`config.mk`:
```
export PLATFORM = sky130hd
export DESIGN_NAME = ioidx_port
export DESIGN_NICKNAME = d
export VERILOG_FILES = /design/src/rtl/ioidx_pkg.sv /design/src/rtl/ioidx_ctrl.sv /design/src/rtl/ioidx_dpath.sv /design/src/rtl/ioidx_port.sv
export SDC_FILE = /design/constraint.sdc
export NUM_CORES = 1
export LEC_CHECK = 0
export ABC_CLOCK_PERIOD_IN_PS = 8000
export CORE_UTILIZATION = 40
export DETAILED_ROUTE_END_ITERATION = 10
export DONT_BUFFER_PORTS = 1
export GPL_TIMING_DRIVEN = 0
export SLEW_MARGIN = 20
export SYNTH_ARGS = -nofsm -noshare
export SYNTH_HDL_FRONTEND = slang
export SYNTH_HIERARCHICAL = 1
export SYNTH_SLANG_ARGS = --single-unit
```
`constraint.sdc`:
```
create_clock -name clk -period 8 [get_ports clk]
set_clock_uncertainty 0.05 [all_clocks]
set_input_delay 0.8 -clock clk [delete_from_list [all_inputs] [get_ports clk]]
set_output_delay 0.8 -clock clk [all_outputs]
set_load 0.02 [all_outputs]
```
`src/rtl/ioidx_pkg.sv`:
```
package ioidx_pkg;

  typedef struct packed {
    logic idxWr;
    logic idxRd;
    logic dataWr;
    logic dataRd;
  } portStb_t;

  localparam logic [1:0] BASE_CODE_RESET = 2'd3;

  function automatic logic [7:0] baseOfCode(input logic [1:0] code);
    case (code)
      2'd0:    return 8'hE0;
      2'd1:    return 8'hE2;
      2'd2:    return 8'hE4;
      default: return 8'hEA;
    endcase
  endfunction

endpackage

```
`src/rtl/ioidx_ctrl.sv`:
```
module ioidx_ctrl
  import ioidx_pkg::*;
#(
  parameter int ADDR_W = 16
) (
  input  logic              clk,
  input  logic              rstN,
  input  logic [ADDR_W-1:0] ioAddr,
  input  logic              ioRd,
  input  logic              ioWr,
  input  logic              runEn,
  input  logic              cfgMode,
  input  logic              cfgBaseWr,
  input  logic [7:0]        cfgBaseData,
  output portStb_t          stb
);

  localparam int PAD_W = ADDR_W - 8;

  logic [1:0]        pendingCode;
  logic [1:0]        activeCode;
  logic [1:0]        reqCode;
  logic              reqLegal;
  logic              portOn;
  logic [ADDR_W-1:0] idxAddr;
  logic [ADDR_W-1:0] dataAddr;
  logic              idxHit;
  logic              dataHit;

  always_comb begin
    reqLegal = 1'b1;
    reqCode  = BASE_CODE_RESET;
    case (cfgBaseData)
      8'hE0:   reqCode = 2'd0;
      8'hE2:   reqCode = 2'd1;
      8'hE4:   reqCode = 2'd2;
      8'hEA:   reqCode = 2'd3;
      default: reqLegal = 1'b0;
    endcase
  end

  always_ff @(posedge clk) begin
    if (!rstN) begin
      pendingCode <= BASE_CODE_RESET;
      activeCode  <= BASE_CODE_RESET;
    end else begin
      if (cfgMode && cfgBaseWr && reqLegal) pendingCode <= reqCode;
      if (!cfgMode) activeCode <= pendingCode;
    end
  end

  assign portOn   = cfgMode || runEn;
  assign idxAddr  = {{PAD_W{1'b0}}, baseOfCode(activeCode)};
  assign dataAddr = idxAddr + ADDR_W'(1);
  assign idxHit   = portOn && (ioAddr == idxAddr);
  assign dataHit  = portOn && (ioAddr == dataAddr);

  assign stb.idxWr  = idxHit && ioWr;
  assign stb.idxRd  = idxHit && ioRd;
  assign stb.dataWr = dataHit && ioWr;
  assign stb.dataRd = dataHit && ioRd;

  assert_gate_R5: assert property (@(posedge clk) disable iff (!rstN)
    (!cfgMode && !runEn) |-> (stb == '0));

  assert_commit_R4: assert property (@(posedge clk) disable iff (!rstN)
    !cfgMode |=> (activeCode == pendingCode));

  assert_stage_R3: assert property (@(posedge clk) disable iff (!rstN)
    (!cfgMode || !cfgBaseWr) |=> $stable(pendingCode));

  assert_hold_R4: assert property (@(posedge clk) disable iff (!rstN)
    (cfgMode && $past(cfgMode)) |-> $stable(activeCode));

endmodule

```
`src/rtl/ioidx_dpath.sv`:
```
module ioidx_dpath
  import ioidx_pkg::*;
#(
  parameter int DATA_W   = 8,
  parameter int NUM_REGS = 15
) (
  input  logic                       clk,
  input  logic                       rstN,
  input  portStb_t                   stb,
  input  logic [DATA_W-1:0]          ioWrData,
  input  logic                       cfgMode,
  input  logic                       cfgRegWr,
  input  logic [DATA_W-1:0]          cfgRegIdx,
  input  logic [DATA_W-1:0]          cfgRegWrData,
  output logic [DATA_W-1:0]          portRdData,
  output logic [DATA_W-1:0]          cfgRegRdData,
  output logic [NUM_REGS*DATA_W-1:0] regBank
);

  localparam logic [DATA_W-1:0] EMPTY_VAL = '1;

  logic [DATA_W-1:0] indexQ;
  logic [DATA_W-1:0] regQ [NUM_REGS];
  logic [NUM_REGS-1:0] portWrEn;
  logic [NUM_REGS-1:0] winWrEn;
  logic [DATA_W-1:0] dataVal;
  logic              idxBad;

  for (genvar g = 0; g < NUM_REGS; g++) begin : gSel
    assign portWrEn[g] = stb.dataWr && (indexQ == DATA_W'(g + 1));
    assign winWrEn[g]  = cfgMode && cfgRegWr && (cfgRegIdx == DATA_W'(g + 1));
    assign regBank[g*DATA_W +: DATA_W] = regQ[g];
  end

  always_ff @(posedge clk) begin
    if (!rstN) begin
      indexQ <= '0;
    end else if (stb.idxWr) begin
      indexQ <= ioWrData;
    end
  end

  always_ff @(posedge clk) begin
    for (int i = 0; i < NUM_REGS; i++) begin
      if (!rstN) regQ[i] <= '0;
      else if (winWrEn[i]) regQ[i] <= cfgRegWrData;
      else if (portWrEn[i]) regQ[i] <= ioWrData;
    end
  end

  always_comb begin
    dataVal = EMPTY_VAL;
    for (int i = 0; i < NUM_REGS; i++)
      if (indexQ == DATA_W'(i + 1)) dataVal = regQ[i];
  end

  always_comb begin
    cfgRegRdData = EMPTY_VAL;
    for (int i = 0; i < NUM_REGS; i++)
      if (cfgRegIdx == DATA_W'(i + 1)) cfgRegRdData = regQ[i];
  end

  always_comb begin
    if (stb.idxRd)       portRdData = indexQ;
    else if (stb.dataRd) portRdData = dataVal;
    else                 portRdData = '0;
  end

  assign idxBad = (indexQ == '0) || (indexQ > DATA_W'(NUM_REGS));

  assert_idx_hold_R9: assert property (@(posedge clk) disable iff (!rstN)
    !stb.idxWr |=> $stable(indexQ));

  assert_bad_read_R8: assert property (@(posedge clk) disable iff (!rstN)
    (stb.dataRd && idxBad) |-> (portRdData == EMPTY_VAL));

  assert_bad_write_R8: assert property (@(posedge clk) disable iff (!rstN)
    (stb.dataWr && idxBad && !(cfgMode && cfgRegWr)) |=> $stable(regBank));

endmodule

```
`src/rtl/ioidx_port.sv`:
```
module ioidx_port
  import ioidx_pkg::*;
#(
  parameter int ADDR_W   = 16,
  parameter int DATA_W   = 8,
  parameter int NUM_REGS = 15
) (
  input  logic                       clk,
  input  logic                       rstN,
  input  logic [ADDR_W-1:0]          ioAddr,
  input  logic                       ioRd,
  input  logic                       ioWr,
  input  logic [DATA_W-1:0]          ioWrData,
  output logic [DATA_W-1:0]          ioRdData,
  output logic                       ioRdDrive,
  input  logic                       runEn,
  input  logic                       cfgMode,
  input  logic                       cfgBaseWr,
  input  logic [7:0]                 cfgBaseData,
  input  logic                       cfgRegWr,
  input  logic [DATA_W-1:0]          cfgRegIdx,
  input  logic [DATA_W-1:0]          cfgRegWrData,
  output logic [DATA_W-1:0]          cfgRegRdData,
  output logic [NUM_REGS*DATA_W-1:0] regBank
);

  portStb_t          stb;
  logic [DATA_W-1:0] portRdData;

  ioidx_ctrl #(.ADDR_W(ADDR_W)) uCtrl (
    .clk(clk), .rstN(rstN), .ioAddr(ioAddr), .ioRd(ioRd), .ioWr(ioWr),
    .runEn(runEn), .cfgMode(cfgMode), .cfgBaseWr(cfgBaseWr),
    .cfgBaseData(cfgBaseData), .stb(stb)
  );

  ioidx_dpath #(.DATA_W(DATA_W), .NUM_REGS(NUM_REGS)) uDpath (
    .clk(clk), .rstN(rstN), .stb(stb), .ioWrData(ioWrData),
    .cfgMode(cfgMode), .cfgRegWr(cfgRegWr), .cfgRegIdx(cfgRegIdx),
    .cfgRegWrData(cfgRegWrData), .portRdData(portRdData),
    .cfgRegRdData(cfgRegRdData), .regBank(regBank)
  );

  assign ioRdDrive = stb.idxRd || stb.dataRd;
  assign ioRdData  = portRdData;

  assert_drive_R10: assert property (@(posedge clk) disable iff (!rstN)
    !ioRd |-> !ioRdDrive);

  assert_quiet_R10: assert property (@(posedge clk) disable iff (!rstN)
    !ioRdDrive |-> (ioRdData == '0));

endmodule

```
==> results.toml <==
[status]
outcome = "finished clean"

[place]
port_buffers = 0
dp_slack_ps = 3660
dpl_cell_area_mm2 = 0.00928
place_congestion = 1.03
dpl.hpwl_um = 34100
placedCellCount = 1129

[yosys]
seq_area_frac_synth_pct = 43.1
syn-instance-count = 849
synth_edf_count = 120
synth_fp_nets = 905
synth-seq-cells = 132
synth_cell_types = 82
synth_top_area_share_pct = 40.4
syn_area_mm2 = 0.00892
synth.avg_cell_area_um2 = 10.5
ys_warn_count = 6
synth_top_area_cell = "edfxtp_1"
synth_area_leaders = "edfxtp_1, a22o_1, mux2i_1, mux4_2, dfxtp_1"
ys_async_sr_fraction_pct = 0
synth_flop_cell = "edfxtp_1"
yosysMostFrequentCell = "a22o_1"
synth_commonest_cells = "a22o_1, edfxtp_1, clkbuf_1"

[worst_setup_path]
path_class = "primary input to output port"
critPathSlowestCell = "nor4_1"
worst-r2r-cell-count = 6
cpLargestDelayFamily = "simple AND/OR/NAND/NOR gates"
crit_top_cell = "nor4_1"
crit_arrival_ps = 3630
path_depth = 6
crit_path_end_kind = "output port"
worstPathMaxFanout = 7
cp_num_buf_inv = 0
crit_path_start_kind = "primary input"
crit_chain = "nor4_1, o2111ai_1, nor4_1, nor2b_1, o21ai_0, o31ai_1"
cp_data_required_time_ps = 7150
max_stage_delay_ps = 870
r2r_slack_ps = 4350

[clock_tree]
clk_pin_slew_ps = 70
cts_tree = "done"
cts_made_buffers = 17
clk_latency_ps = 430
htreeDepth = 4
cts_resized = 0
cts_buffer_depth = 2
postCtsHoldBufs = 0
clock-root-buffer = "clkbuf_16"
post_cts_buffers = 0
clock-sinks = 132

[global_route]
grt_pass1_vias = 8056
grt_use_met2_pct = 60.0
grt_use_met1_pct = 51.7
grt_max_degree = 17
grtUsageMet3_pct = 13.1
busiest_layer = "met2"
track_usage_pct = 40.1
grt_pass1_wl_um = 62400
grt.overflow.total = 0
antenna_found_initial = 2

[route]
routed_via_density = 7.70
num_vias = 8955
drc_errors = 0
wirelength_um = 46000
dr.pass1.iters = 9
first_iter_violations = 1817
postRouteAntennaNets = 0
post_drt_wl_per_cell_um = 39.6

[cells_and_area]
nets = 925
syn_to_final_growth_pct = 10.6
drive_gt1_share_pct = 11.7
fin_area_mm2 = 0.00986
fin_util_pct = 45.2
final_cells = 1163
nFillCells = 2100

[sta]
hold_viol = 0
finalSetupTns_ps = 0
worst_pin_slew_ps = 1130
fin_crit_sh_pct = 56.0
max_freq_mhz = 223
finalSetupViolCount = 0
min_period_ps = 4480
timing.hold.ws_ps = 378
slew_viol_final = 0
slew_headroom_pct = 24.8
setup_slack_ps = 3520
rsz0062_at_grt = "no"

[power_and_ir_drop]
power_density_mw_per_mm2 = 184
peakVddDrop_mv = 0.123
finalPower_mw = 1.81
p_leak_nw = 3.09

[hold_path]
hold_depth = 1
hp-class = "primary input to flop"

[die]
die_h_um = 151
initial_core_util_pct = 40.9
die_w_um = 151
ios = 193
core-area_mm2 = 0.0218
fp-row-count = 54
die_area_mm2 = 0.0229

[flow_run]
cap_violations = 0
==> registers in the layout, indices dropped and copies added, names as in the netlist <==
register / flops
uCtrl/pendingCode: 2
uDpath/regQ: 120
uCtrl/activeCode: 2
uDpath/indexQ: 8
==> layer usage <==
layer	wire (µm)	up-vias
met2	19800	903
met3	6410	198
met5	13	-
met4	2720	2
li1	-	3452
met1	17000	4400
==> cell families after synthesis <==
logic type	count (synthesis)	synth area share (%)
xor+xnor	1	0.0982
compound gates	313	27.0
simple gates	247	16.4
buf+inv	92	4.28
flops	132	43.1
mux	64	9.15
==> cells in the final DEF (no fill, tap or decap), types with 21 or more instances in the layout <==
cell / synthesis / final
a22o_1: 121 / 121
edfxtp_1: 120 / 120
clkbuf_1: 52 / 52
nand2_1: 44 / 44
nor2_1: 42 / 42
mux2i_1: 41 / 41
o21ai_0: 39 / 39
a21oi_1: 31 / 31
nor2b_1: 27 / 27
nand3_1: 21 / 21
==> where the power goes <==
part	total, mW	switching, mW	internal (mW)
Combinational	0.148	0.107	0.0418
Sequential	0.884	0.0986	0.785
Clock	0.782	0.346	0.436
Total	1.81	0.552	1.26
==> final cells by class <==
type,count,area [µm²],share of cell area (%)
multi-input combinational,625,4700,47.7
buffer,83,348,3.53
clock buffer,17,425,4.31
timing repair buffer,1,7.51,0.0761
clock inverter,15,144,1.46
inverter,9,33.8,0.343
sequential,132,3840,39.0
tap,280,350,3.55
antenna,1,2.50,0.0254
==> path summary, 6_finish.rpt <==
kind                         from             endpoint
min                          rstN  uCtrl/activeCode[0]
max                     ioAddr[4]          ioRdData[1]
min reg2reg  uCtrl/pendingCode[1]  uCtrl/activeCode[1]
max reg2reg   uCtrl/activeCode[0]   uDpath/regQ[0][10]
No activity file was read; power rests on OpenSTA's default activity.
